==> config.mk <==
export PLATFORM = sky130hd
export DESIGN_NAME = txdma_engine
export DESIGN_NICKNAME = d
export VERILOG_FILES = /design/src/rtl/txdma_pkg.sv /design/src/rtl/txdma_regs.sv /design/src/rtl/txdma_ctrl.sv /design/src/rtl/txdma_engine.sv
export SDC_FILE = /design/constraint.sdc
export NUM_CORES = 1
export LEC_CHECK = 0
export ABC_AREA = 1
export BUFFER_PORTS_ARGS = -buffer_cell sky130_fd_sc_hd__buf_2
export CAP_MARGIN = 30
export CORE_MARGIN = 8
export CORE_UTILIZATION = 50
export CTS_BUF_LIST = sky130_fd_sc_hd__clkbuf_4 sky130_fd_sc_hd__clkbuf_8
export CTS_CLUSTER_SIZE = 8
export DETAILED_ROUTE_END_ITERATION = 12
export PLACE_DENSITY = 0.73
export SETUP_SLACK_MARGIN = 0.5
export SYNTH_ARGS = -nofsm -noshare
export SYNTH_HDL_FRONTEND = slang
export SYNTH_SLANG_ARGS = --single-unit
==> constraint.sdc <==
create_clock -name clk -period 6.4 [get_ports clk]
set_clock_uncertainty 0.05 [all_clocks]
set_input_delay 1.28 -clock clk [delete_from_list [all_inputs] [get_ports clk]]
set_output_delay 1.28 -clock clk [all_outputs]
set_load 0.1 [all_outputs]
==> src/rtl/txdma_pkg.sv <==
package txdma_pkg;
    // Controller states
    typedef enum logic [3:0] {
        ST_IDLE, ST_FETCH, ST_CHECK, ST_SUSP, ST_WCMD,
        ST_XWAIT, ST_READ, ST_WBACK, ST_NEXT
    } txdma_state_e;

    // Register indices
    localparam logic [1:0] RIDX_BASE = 2'd0;
    localparam logic [1:0] RIDX_IEN  = 2'd1;
    localparam logic [1:0] RIDX_STAT = 2'd2;
    localparam logic [1:0] RIDX_POLL = 2'd3;

    // Status bit positions
    localparam int STAT_W     = 3;
    localparam int SB_TXDONE  = 0;
    localparam int SB_UNAVAIL = 1;
    localparam int SB_ADERR   = 2;

    // Descriptor word 0 flags
    localparam int OWN_POS  = 31;
    localparam int LAST_POS = 2;
endpackage

==> src/rtl/txdma_regs.sv <==
// Register file: list base, interrupt enable, write-1-to-clear status,
// and poll demand. Assumes set pulses from the controller take priority
// over a clear arriving in the same cycle.
module txdma_regs
    import txdma_pkg::*;
#(
    parameter int DW = 32
) (
    input  logic              clk,
    input  logic              rst_n,
    input  logic              reg_wr,
    input  logic [1:0]        reg_addr,
    input  logic [DW-1:0]     reg_wdata,
    output logic [DW-1:0]     reg_rdata,
    input  logic [STAT_W-1:0] stat_set,
    output logic [DW-1:0]     base_addr,
    output logic              start_pulse,
    output logic              poll_pulse,
    output logic              irq
);
    logic [DW-1:0]     base_q;
    logic [STAT_W-1:0] ien_q;
    logic [STAT_W-1:0] stat_q;
    logic [STAT_W-1:0] clr_mask;

    // Decode write-1-to-clear mask for the status register
    always_comb begin
        clr_mask = '0;
        if (reg_wr && reg_addr == RIDX_STAT)
            clr_mask = reg_wdata[STAT_W-1:0];
    end

    // Hold base, enable and status registers
    always_ff @(posedge clk) begin
        if (!rst_n) begin
            base_q <= '0;
            ien_q  <= '0;
            stat_q <= '0;
        end else begin
            if (reg_wr && reg_addr == RIDX_BASE) base_q <= reg_wdata;
            if (reg_wr && reg_addr == RIDX_IEN)  ien_q  <= reg_wdata[STAT_W-1:0];
            stat_q <= (stat_q & ~clr_mask) | stat_set;
        end
    end

    // Read mux for software
    always_comb begin
        reg_rdata = '0;
        case (reg_addr)
            RIDX_BASE: reg_rdata = base_q;
            RIDX_IEN:  reg_rdata[STAT_W-1:0] = ien_q;
            RIDX_STAT: reg_rdata[STAT_W-1:0] = stat_q;
            default:   reg_rdata = '0;
        endcase
    end

    // Command strobes and interrupt combine
    assign start_pulse = reg_wr && reg_addr == RIDX_BASE;
    assign poll_pulse  = reg_wr && reg_addr == RIDX_POLL;
    assign base_addr   = reg_wdata;
    assign irq         = |(stat_q & ien_q);
endmodule

==> src/rtl/txdma_ctrl.sv <==
// Descriptor walker and data mover. Assumes word-aligned buffers and
// a memory port that acknowledges each beat with valid read data.
module txdma_ctrl
    import txdma_pkg::*;
#(
    parameter int DW    = 32,
    parameter int SZW   = 13,
    parameter int BURST = 4
) (
    input  logic              clk,
    input  logic              rst_n,
    input  logic              start_pulse,
    input  logic              poll_pulse,
    input  logic [DW-1:0]     base_addr,
    input  logic              cmd_done,
    input  logic              cmd_err,
    input  logic              dma_req,
    output logic              mem_req,
    output logic              mem_we,
    output logic              mem_burst,
    output logic [DW-1:0]     mem_addr,
    output logic [DW-1:0]     mem_wdata,
    input  logic              mem_ack,
    input  logic [DW-1:0]     mem_rdata,
    output logic              fifo_wr,
    output logic [DW-1:0]     fifo_wdata,
    output logic [STAT_W-1:0] stat_set
);
    localparam int WCW = SZW;
    localparam int BCW = (BURST > 1) ? $clog2(BURST) : 1;

    txdma_state_e   state_q;
    logic [DW-1:0]  desc_addr_q;
    logic [1:0]     wsel_q;
    logic [DW-1:0]  des0_q;
    logic [SZW-1:0] size_q;
    logic [DW-1:0]  nxt_q;
    logic [DW-1:0]  ptr_q;
    logic [WCW-1:0] rem_q;
    logic [BCW-1:0] beat_q;
    logic           burst_q;
    logic [SZW:0]   size_rnd;
    logic [WCW-1:0] words;
    logic           own_ok;
    logic           is_last;
    logic           nxt_bad;

    // Round byte count up to whole words
    assign size_rnd = {1'b0, size_q} + (SZW+1)'(3);
    assign words    = WCW'(size_rnd[SZW:2]);
    assign own_ok   = des0_q[OWN_POS];
    assign is_last  = des0_q[LAST_POS];
    assign nxt_bad  = |nxt_q[1:0];

    // Sequence descriptor fetch, data bursts and write-back
    always_ff @(posedge clk) begin
        if (!rst_n) begin
            state_q     <= ST_IDLE;
            desc_addr_q <= '0;
            wsel_q      <= '0;
            des0_q      <= '0;
            size_q      <= '0;
            nxt_q       <= '0;
            ptr_q       <= '0;
            rem_q       <= '0;
            beat_q      <= '0;
            burst_q     <= 1'b0;
        end else begin
            case (state_q)
                ST_IDLE: if (start_pulse) begin
                    desc_addr_q <= base_addr;
                    wsel_q      <= '0;
                    state_q     <= ST_FETCH;
                end
                ST_FETCH: if (mem_ack) begin
                    case (wsel_q)
                        2'd0: des0_q <= mem_rdata;
                        2'd1: size_q <= mem_rdata[SZW-1:0];
                        2'd2: ptr_q  <= mem_rdata;
                        default: nxt_q <= mem_rdata;
                    endcase
                    wsel_q <= wsel_q + 2'd1;
                    if (wsel_q == 2'd3) state_q <= ST_CHECK;
                end
                ST_CHECK: begin
                    rem_q   <= words;
                    state_q <= own_ok ? ST_WCMD : ST_SUSP;
                end
                ST_SUSP: if (poll_pulse) begin
                    wsel_q  <= '0;
                    state_q <= ST_FETCH;
                end
                ST_WCMD: if (cmd_done && !cmd_err) state_q <= ST_XWAIT;
                ST_XWAIT: begin
                    if (rem_q == '0) begin
                        state_q <= ST_WBACK;
                    end else if (dma_req) begin
                        burst_q <= rem_q >= WCW'(BURST);
                        beat_q  <= '0;
                        state_q <= ST_READ;
                    end
                end
                ST_READ: if (mem_ack) begin
                    ptr_q  <= ptr_q + DW'(4);
                    rem_q  <= rem_q - WCW'(1);
                    beat_q <= beat_q + BCW'(1);
                    if (!burst_q || beat_q == BCW'(BURST-1)) state_q <= ST_XWAIT;
                end
                ST_WBACK: if (mem_ack) state_q <= ST_NEXT;
                ST_NEXT: begin
                    if (is_last || nxt_bad) begin
                        state_q <= ST_IDLE;
                    end else begin
                        desc_addr_q <= nxt_q;
                        wsel_q      <= '0;
                        state_q     <= ST_FETCH;
                    end
                end
                default: state_q <= ST_IDLE;
            endcase
        end
    end

    // Drive the memory port from the current state
    always_comb begin
        mem_req   = 1'b0;
        mem_we    = 1'b0;
        mem_burst = 1'b0;
        mem_addr  = '0;
        mem_wdata = '0;
        case (state_q)
            ST_FETCH: begin
                mem_req  = 1'b1;
                mem_addr = desc_addr_q + {{(DW-4){1'b0}}, wsel_q, 2'b00};
            end
            ST_READ: begin
                mem_req   = 1'b1;
                mem_burst = burst_q;
                mem_addr  = ptr_q;
            end
            ST_WBACK: begin
                mem_req   = 1'b1;
                mem_we    = 1'b1;
                mem_addr  = desc_addr_q;
                mem_wdata = des0_q;
                mem_wdata[OWN_POS] = 1'b0;
            end
            default: ;
        endcase
    end

    // Produce FIFO writes and status set pulses
    always_comb begin
        fifo_wr    = (state_q == ST_READ) && mem_ack;
        fifo_wdata = mem_rdata;
        stat_set   = '0;
        stat_set[SB_UNAVAIL] = (state_q == ST_CHECK) && !own_ok;
        stat_set[SB_TXDONE]  = (state_q == ST_NEXT) && is_last;
        stat_set[SB_ADERR]   = (state_q == ST_NEXT) && !is_last && nxt_bad;
    end
endmodule

==> src/rtl/txdma_engine.sv <==
// Top of the transmit DMA engine: joins the register file and the
// descriptor controller. Assumes one clock domain and synchronous reset.
module txdma_engine
    import txdma_pkg::*;
#(
    parameter int DW    = 32,
    parameter int SZW   = 13,
    parameter int BURST = 4
) (
    input  logic          clk,
    input  logic          rst_n,
    input  logic          reg_wr,
    input  logic [1:0]    reg_addr,
    input  logic [DW-1:0] reg_wdata,
    output logic [DW-1:0] reg_rdata,
    input  logic          cmd_done,
    input  logic          cmd_err,
    input  logic          dma_req,
    output logic          mem_req,
    output logic          mem_we,
    output logic          mem_burst,
    output logic [DW-1:0] mem_addr,
    output logic [DW-1:0] mem_wdata,
    input  logic          mem_ack,
    input  logic [DW-1:0] mem_rdata,
    output logic          fifo_wr,
    output logic [DW-1:0] fifo_wdata,
    output logic          irq
);
    logic [STAT_W-1:0] stat_set;
    logic [DW-1:0]     base_addr;
    logic              start_pulse;
    logic              poll_pulse;

    txdma_regs #(.DW(DW)) u_regs (
        .clk(clk), .rst_n(rst_n), .reg_wr(reg_wr), .reg_addr(reg_addr),
        .reg_wdata(reg_wdata), .reg_rdata(reg_rdata), .stat_set(stat_set),
        .base_addr(base_addr), .start_pulse(start_pulse),
        .poll_pulse(poll_pulse), .irq(irq)
    );

    txdma_ctrl #(.DW(DW), .SZW(SZW), .BURST(BURST)) u_ctrl (
        .clk(clk), .rst_n(rst_n), .start_pulse(start_pulse),
        .poll_pulse(poll_pulse), .base_addr(base_addr),
        .cmd_done(cmd_done), .cmd_err(cmd_err), .dma_req(dma_req),
        .mem_req(mem_req), .mem_we(mem_we), .mem_burst(mem_burst),
        .mem_addr(mem_addr), .mem_wdata(mem_wdata), .mem_ack(mem_ack),
        .mem_rdata(mem_rdata), .fifo_wr(fifo_wr), .fifo_wdata(fifo_wdata),
        .stat_set(stat_set)
    );
endmodule

### Word level (Yosys, flattened, before mapping)

Index checks and enable logic that the tools add are counted.

| storage, ports and cells | value |
|---|---|
| bits of input ports | 73 |
| output and inout port bits | 133 |
| flip-flop bits (word level) | 201 |
| word-level logic and storage cells | 132 |

| operators by class | value |
|---|---|
| bitwise operators | 6 |
| reductions and logical operators | 39 |
| $add $sub $neg | 6 |
| eq/ne operators | 28 |
| order comparisons | 1 |
| multiplexer cells | 39 |

Operators by type and width:

| operator | count |
|---|---|
| 32-bit 2-to-1 mux | 5 |
| 32-bit case mux with 2 select lines | 2 |
| 32-bit case mux with 3 select lines | 1 |
| 4-bit 2-to-1 mux | 10 |
| 4-bit case mux with 9 select lines | 1 |
| 32-bit by 3-bit adder with 32-bit output (second input constant) | 1 |
| 32-bit by 4-bit adder with 32-bit output | 1 |
| 31-bit 2-to-1 mux | 1 |
| 29-bit 2-to-1 mux | 1 |
| 13-bit case mux with 2 select lines | 1 |
| 2-bit != test (second input constant) | 9 |
| 4-bit by 3-bit == test with 1-bit output (second input constant) | 4 |
| 3-bit AND reduction | 5 |
| 13-bit by 2-bit adder with 14-bit output (second input constant) | 1 |
| 2-bit 2-to-1 mux | 7 |
| 13-bit by 3-bit greater-or-equal comparator with 1-bit output (second input constant) | 1 |
| 13-bit logical NOT | 1 |
| 13-bit 2-to-1 mux | 1 |
| 13-bit by 1-bit subtractor with 13-bit output (second input constant) | 1 |
| 2-bit == test (second input constant) | 5 |
| 1-bit logical AND | 10 |
| 3-bit case mux with 3 select lines | 1 |
| 9-bit AND reduction | 1 |
| 3-bit OR reduction | 3 |
| 25 further kinds | 45 |

### Longest topological paths before layout

Gate-level depths: netlist (run 1).

| depth | value |
|---|---|
| depth in word-level cells | 6 |
| depth in mapped cells | 12 |
| depth with buffers taken out | 12 |

### Hierarchy

From an unflattened synthesis (run 1), not the netlist that was laid out.

| unflattened totals | value |
|---|---|
| cells, all modules | 1,864 |
| area, all modules | 11,875.1 sq um |

By module, submodules not included:

| module | area an instance (sq um) | cells an instance | sequential area each (sq um) | times used |
|---|---|---|---|---|
| txdma_ctrl | 9,900.7 | 1,577 | 3,263.1 | 1 |
| txdma_regs | 1,974.4 | 287 | 760.7 | 1 |

### Least setup slack after synthesis (run 1)

Ideal clock, no wire load.

| timing path | value |
|---|---|
| path type | register -> output |
| from | register u_ctrl.state_q[1] |
| to | output port mem_addr[0] |
| stages on the path, launching flop included | 7 |
| required time | 5.070 ns |
| arrival | 3.179 ns |
| setup slack | 1.891 ns |
| path buffers | 2 |
| cells stage by stage | dfxtp_1 inv_1 nor2_1 nand2_2 buf_2 buf_1 o21ai_0 |

| on the way | value |
|---|---|
| longest elaborated chain between the ends | 2 |
| elaborated cells between the ends (all ways) | 4 |
| classes of those cells | eq/ne: 3; mux: 1 |

RTL lines:

| item | line | text |
|---|---|---|
| start, declared | txdma_ctrl.sv:32 | `txdma_state_e state_q;` |
| start signal, assigned | txdma_ctrl.sv:87 | `state_q <= own_ok ? ST_WCMD : ST_SUSP;` |
| 4-bit by 3-bit == test with 1-bit output or 4-bit by 1-bit == test with 1-bit output (tied branches) | txdma_ctrl.sv:131 | `case (state_q)` |
| 32-bit case mux with 3 select lines (*) | txdma_ctrl.sv:131 |  |
| end, declared | txdma_engine.sv:22 | `output logic [DW-1:0] mem_addr,` |

Mark *: on every way between the ends. The rest lies on a longest branch, timed or not.

### Worst setup path in the final report (run 1)

| timing path | value |
|---|---|
| from | register u_ctrl.state_q[2] |
| to | output port mem_addr[28] |

The elaborated chain is that of the path after synthesis.

==> results of run 1 <==
synthesized netlist by cell type:
master    number  share of area, %
dfxtp_1      201                35
a31oi_1        9              0.49
nor2_4         2              0.20
or2_2          2              0.11
o21ai_1       11              0.48
nand2_2        5              0.27
nand3_1      146               6.4
xor2_1         3              0.23
inv_2          7              0.23
o21bai_1       4              0.26
clkbuf_2       1             0.044
a21o_1         1             0.066
o22ai_1        1             0.055
nor2_2         3              0.16
a211oi_1       2              0.13
ha_1          11               1.2
buf_2         19              0.83
a21oi_1      185               8.1
inv_1        271               8.9
buf_1          3             0.099
buf_6          3              0.30
nor3_2         2              0.18
nor2_1       153               5.0
o211ai_1      19               1.3
nor3_1        25               1.1
nor3b_1        1             0.066
nand2_1      355                12
fa_1           1              0.18
o21ai_0      241                11
nand4_1       24               1.3
buf_4         36               2.4
conb_1         1             0.033
nand3b_1       3              0.20
o221ai_1       3              0.23
clkbuf_1      56               1.8
worst paths after layout:
check	start	to	slack (ns)	cells after the start
max	u_ctrl.state_q[2]	mem_addr[28]	1.61	8
min	u_ctrl.nxt_q[31]	u_ctrl.nxt_q[31]	0.40	2
max reg2reg	u_ctrl.state_q[0]	u_ctrl.desc_addr_q[19]	2.99	7
min reg2reg	u_ctrl.nxt_q[31]	u_ctrl.nxt_q[31]	0.40	2
metrics by stage:
stage	cells	instance area (µm²)
finish	2242	12920
detailed placement	2187	12230
global placement	2186	12200
global route	2242	12920
floorplan	1810	11400
CTS	2241	12900
registers in the layout, indices dropped and copies added (netlist names):
| register | cells |
|---|---|
| u_ctrl.des0_q | 32 |
| u_ctrl.desc_addr_q | 32 |
| u_ctrl.nxt_q | 32 |
| u_ctrl.ptr_q | 32 |
| u_regs.base_q | 32 |
| u_ctrl.rem_q | 13 |
| u_ctrl.size_q | 13 |
| u_ctrl.state_q | 4 |
| u_regs.ien_q | 3 |
| u_regs.stat_q | 3 |
| u_ctrl.beat_q | 2 |
| u_ctrl.wsel_q | 2 |
| u_ctrl.burst_q | 1 |
layer usage:
layer / vias up / track usage, % / wire [µm]
met3: 96 / 5.579 / 3228
li1: 6110 / - / -
met2: 544 / 45.74 / 18240
met5: - / 0 / 8
met1: 5544 / 33.64 / 16260
met4: 2 / 12.57 / 1739
cell type report:
cell class,instances,area (µm²),share of cell area (%)
well taps,285,356.6,2.759
multi-input cells,1213,5717,44.24
clock inverters,3,33.78,0.2614
flip-flops and latches,201,4024,31.14
inverters,278,1044,8.075
repair buffers,211,1109,8.579
clock buffers,51,639.4,4.948
logic make-up after synthesis:
| logic type | Yosys count | share of synthesized area [%] |
|---|---|---|
| fa+ha+maj | 12 | 1.383 |
| compound gates | 476 | 21.68 |
| flops | 201 | 35.30 |
| buf+inv | 396 | 14.64 |
| other cells | 1 | 0.03290 |
| simple gates | 721 | 26.74 |
| xor+xnor | 3 | 0.2305 |
worst reg2reg max path: stages, from the launching register on:
cell and delay (ns):
dfxtp_1 0.40, nor2_1 0.14, nand2_2 0.73, o21ai_1 0.22
nor2_1 0.55, inv_2 0.54, o21ai_0 0.55, a21oi_1 0.07
report_power, final:
part	switching, µW	total (µW)	internal, µW	leakage, µW
logic	1110	1440	335	0.00388
registers	145	1570	1430	0.00164
clock network	541	1180	642	0.000357
total	1790	4200	2410	0.00587
==> flow_summary.toml, run 1 <==
[drt]
vias = 12300
first_iter_violations = 1248
vias_per_cell = 5.484
antenna_left = 0
drc = 0
routed_wl_mm = 39.48
firstDrtPassIters = 6
routedWlPerCell_um = 17.61

[clock_network]
cts_resized = 0
h-tree-depth = 2
cts_buffers = 37
cts_setup_buffers = 0
cts-root-buf = "clkbuf_8"
cts.reportedPaths.clkPinSlew_ns = 0.06
cts.path.max_buffers = 3
numClockSinks = 201
cts_tree = "done"
clock_latency_ns = 0.55
cts_hold_buf = 0

[sta]
final-hold-violation-count = 0
timing.final.crit_share_pct = 74.77
fmax_ghz = 0.2090
tightest_slew_ns = 1.128
setup-violations-final = 0
rsz0062_at_grt = "false"
fin_hold_ws_ns = 0.3953
fin_crit_ns = 4.785
drv_slew = 0
finalWorstSetupSlack_ns = 1.615
setup_tns_ns = 0
slew_headroom_pct = 24.50

[setup_path]
critPathBufInv = 4
endpoint_kind = "output pin"
slowest_delay_ns = 0.87
critPathTopFamily = "buffers and inverters"
crit_chain = "nand2_1 > nor2_1 > inv_2 > buf_12 > o21ai_0 > inv_1 > nand2_1 > buf_2"
start_kind = "register"
critical_path.max_fanout = 38
crit_required_ns = 5.07
path_class = "reg -> out"
crit_path_top_delay_cell = "nor2_1"
crit_arrival_ns = 3.46
worst_path_most_repeated_cell = "nand2_1"

[grt]
grtUsageTotal_pct = 27.46
grt_pass1_wl_mm = 61.67
grt_max_degree = 106
grt_pass1_vias = 11480
antenna_found_initial = 1
grt-ovfl-total = 0

[worst_hold_path]
worstHoldPathType = "reg -> reg"

[layout]
layout_commonest_cell = "nand2_1"
fill_cells = 2291
final_nets = 2027
utilization_pct = 57.43
drive_gt1_share_pct = 14.82
final_cell_mix = "352 x nand2_1, 271 x inv_1, 241 x o21ai_0, 203 x buf_2, 201 x dfxtp_1"
syn_to_final_growth_pct = 13.36
antenna_cells = 0

[yosys]
synth_nets = 1895
synth.distinct_cells = 35
synth.cell_area_um2 = 11400
avgSynthCellArea_um2 = 6.298
seq_area_frac_synth_pct = 35.30
ys_warn_count = 0
synth_cells = 1810
synth_seq_cells = 201

[placed_design]
io_buffers = 204
gp_congestion = 0.9894
place_ws_ns = 2.061
dpl.hpwl_mm = 28.72

[floorplan]
die_width_um = 167.0
coreArea_um2 = 22500
pin_count = 206
rows = 55
die-area_um2 = 27890
die_h_um = 167.0
initial_utilization_pct = 50.66

[power]
max-vdd-ir-drop_mv = 0.2357
p_leak_uw = 0.005872
p_total_uw = 4197
p_per_area_nw_per_um2 = 324.8

[run]
drv_cap = 0

[outcome]
status = "finished clean"
Power figures use the tool's default switching activity.
==> run 2, diff against run 1 <==
Settings changed: ABC_AREA 1 to 0.
Clock period 6.4 ns to 4.7 ns, I/O delays scaled along.
==> run 2 against run 1 <==
Against the previous run: critical path depth is 1 higher; combinational power is 43% lower; power increased by 6.3%; highest routed layer is now met4; largest cell class unchanged; clock-buffer cell count is 7 higher; flip-flop and latch count is the same; via count shrank 8.8%; non-clock buffer count grew 19; first-iteration DRC count decreased by 4.8%; global-route usage down 1.9 points.
==> flow_summary.toml, run 2 <==
[layout]
utilization_pct = 58.67
drive_gt1_share_pct = 19.90
final_nets = 1663
fill_cells = 2066
layout_commonest_cell = "nand2_1"
multi_input_area_um2 = 6270
final_cell_mix = "283 x nand2_1, 201 x buf_2, 198 x dfxtp_1, 159 x a21oi_1, 99 x nor2_1"
syn_to_final_growth_pct = 15.47
antenna_cells = 0
register_area_um2 = 4028

[yosys]
yosysTopAreaCell = "dfxtp_1"
synthTopCellsByCount = "283 x nand2_1, 201 x dfxtp_1, 159 x a21oi_1"
synthTopCellsByArea = "dfxtp_1 36%, nand2_1 9.6%, a21oi_1 7.2%"
synth.distinct_cells = 77
synth_flop_cell = "dfxtp_1"
ys_warn_count = 0
avgSynthCellArea_um2 = 7.591
synth_cells = 1456
synth_top_family_by_area = "simple AND/OR/NAND/NOR gates"
synth_fa_ha_area_share_pct = 1.426
synth_top_cell_area_share_pct = 36.40
synthMuxAreaShare_pct = 5.173
yosysMostFrequentCell = "nand2_1"
seq_area_frac_synth_pct = 36.40
synth_compound_area_share_pct = 20.90
synth_seq_cells = 201
async_flop_share_pct = 0
synth.cell_area_um2 = 11050
synthSimpleGateAreaFrac_pct = 27.76
synth_nets = 1541
synth-edff-count = 0
synth_xor_area_share_pct = 1.030

[clock_network]
cts_buffers = 36
h-tree-depth = 2
cts_hold_buf = 0
numClockSinks = 201
cts_tree = "done"
cts.path.max_buffers = 3
cts.reportedPaths.clkPinSlew_ns = 0.06
cts-root-buf = "clkbuf_8"
clock_latency_ns = 0.53

[drt]
firstDrtPassIters = 6
routed_wl_mm = 36.13
vias = 11220
antenna_left = 0
vias_per_cell = 5.958
drc = 0
routedWlPerCell_um = 19.19
first_iter_violations = 1188

[run]
drv_cap = 0

[power]
clockPowerShare_pct = 39.4
p_int_uw = 3011
p_per_area_nw_per_um2 = 349.5
combPwrFrac_pct = 18.5
switchingPower_uw = 1450
sw_frac_of_total_pct = 32.51
seqPwrFrac_pct = 42.0
p_leak_uw = 0.005066
max-vdd-ir-drop_mv = 0.2385

[setup_path]
crit_path_top_delay_cell = "buf_2"
critical_path.max_fanout = 6
endpoint_kind = "output pin"
r2r_end = "u_ctrl.ptr_q[31]"
crit_required_ns = 3.71
ff2ff_setup_slack_ns = 1.37
cp-endpoint = "mem_addr[22]"
reg2regPathDepth = 6
start_kind = "register"
critPathBufInv = 2
path_class = "reg -> out"
crit_arrival_ns = 3.12
critPathTopFamily = "simple AND/OR/NAND/NOR gates"
worst_r2r_startpoint = "u_ctrl.state_q[1]"
slowest_delay_ns = 0.43
cp.depth = 9
crit_chain = "ha_1 > fa_1 > and3_1 > nand4_1 > buf_4 > nor3_1 > a22oi_1 > a21bo_2 > buf_2"
crit_path_start = "u_ctrl.wsel_q[0]"

[floorplan]
initial_utilization_pct = 50.81
die_h_um = 164.7
rows = 54
pin_count = 206
die-area_um2 = 27120
coreArea_um2 = 21760
die_width_um = 164.7

[outcome]
status = "finished clean"

[sta]
final-hold-violation-count = 0
fmax_ghz = 0.2432
tightest_slew_ns = 0.9781
rsz0062_at_grt = "true"
drv_slew = 0
fin_hold_ws_ns = 0.3979
setup_tns_ns = 0
slew_headroom_pct = 34.61
timing.final.crit_share_pct = 87.47
setup-violations-final = 0
fin_crit_ns = 4.111

[grt]
grt_pass1_vias = 10240
grt_pass1_wl_mm = 55.82
grt-ovfl-total = 0
antenna_found_initial = 0
grt_max_degree = 86
grtUsageTotal_pct = 25.61

[worst_hold_path]
worstHoldPathType = "reg -> reg"

[placed_design]
dpl.hpwl_mm = 25.23
gp_congestion = 0.9285
io_buffers = 204
[run 2: cell types whose count changed in the layout (fill, tap and decap cells not counted), moves of 31 or more]
| cell | previous run | this run |
|---|---|---|
| inv_1 | 271 | 18 |
| and2_1 | 0 | 71 |
| o21ai_0 | 241 | 41 |
| nor2_1 | 152 | 99 |
| nand2_1 | 352 | 283 |
| mux2i_1 | 0 | 56 |
| nand3_1 | 146 | 52 |
| a211oi_1 | 2 | 33 |
[run 2: power groups by stage]
stage / logic, µW / clock network [µW] / registers [µW]
after CTS: 820 / 1790 / 1870
final: 827 / 1760 / 1870
after detailed placement: 818 / 0 / 1910
after global routing: 889 / 1870 / 1890
after global placement: 806 / 0 / 1900
after floorplan: 662 / 0 / 1860
[run 2: timing repair]
item                                    in CTS  in global routing
pin swaps                                    0                  1
endpoints found under the setup margin      32                  9
setup buffers                                0                  1
gates resized for setup                      2                  8
cloned                                       0                  0
[run 2: logic make-up (layout without fill, tap and decap cells)]
family                     after synthesis  in the layout
AOI/OAI and AO/OA                      368            368
buffers and inverters                  166            313
and+or+nand+nor                        638            638
adders and majority gates               12             12
muxes                                   57             57
other                                    1              1
xor gates and xnor gates                13             13
DFF                                    201            201
[run 2: area by class of cell]
type / instances / area share, %
inverter: 20 / 0.6372
sequential: 201 / 31.56
tap: 280 / 2.745
timing repair buffer: 230 / 9.842
clock inverter: 5 / 0.4313
clock buffer: 58 / 5.666
multi-input combinational: 1089 / 49.12
[run 2: worst min-delay path by stage]
stage,startpoint,slack [ns],depth (start not counted),to
after CTS,u_ctrl.des0_q[15],0.40,2,u_ctrl.des0_q[15]
after global routing,u_ctrl.des0_q[19],0.41,2,u_ctrl.des0_q[19]
after floorplan,u_ctrl.beat_q[0],0.38,1,u_ctrl.beat_q[0]
final,u_ctrl.des0_q[6],0.40,2,u_ctrl.des0_q[6]
after detailed placement,u_ctrl.des0_q[15],0.39,2,u_ctrl.des0_q[15]
after global placement,u_ctrl.des0_q[19],0.39,2,u_ctrl.des0_q[19]
[run 2: tightest hold or removal path, cell delays in order (launching register included)]
cell and delay [ns]:
dfxtp_1 0.30, nand2_1 0.05, a21oi_1 0.05
[run 2: metal layers]
metal  track usage [%]  part of all wire, %  vias to the layer above
li1                  -                    -                     5377
met1             36.25                   45                     5234
met2             38.71                   44                      548
met3             5.184                  9.4                       59
met4             7.166                  2.0                        0
met5                 0                    0                        -
[run 2: stage by stage]
stage          worst slack [ns]  cell area, µm²  power [µW]  instances
2_1_floorplan          -0.03269           11080        2522       1456
3_3_place_gp             0.9137           11910        2708       1817
3_5_place_dp             0.9137           11950        2724       1819
4_1_cts                  0.5488           12740        4476       1882
5_1_grt                  0.4348           12760        4644       1883
6_report                 0.5888           12760        4461       1883
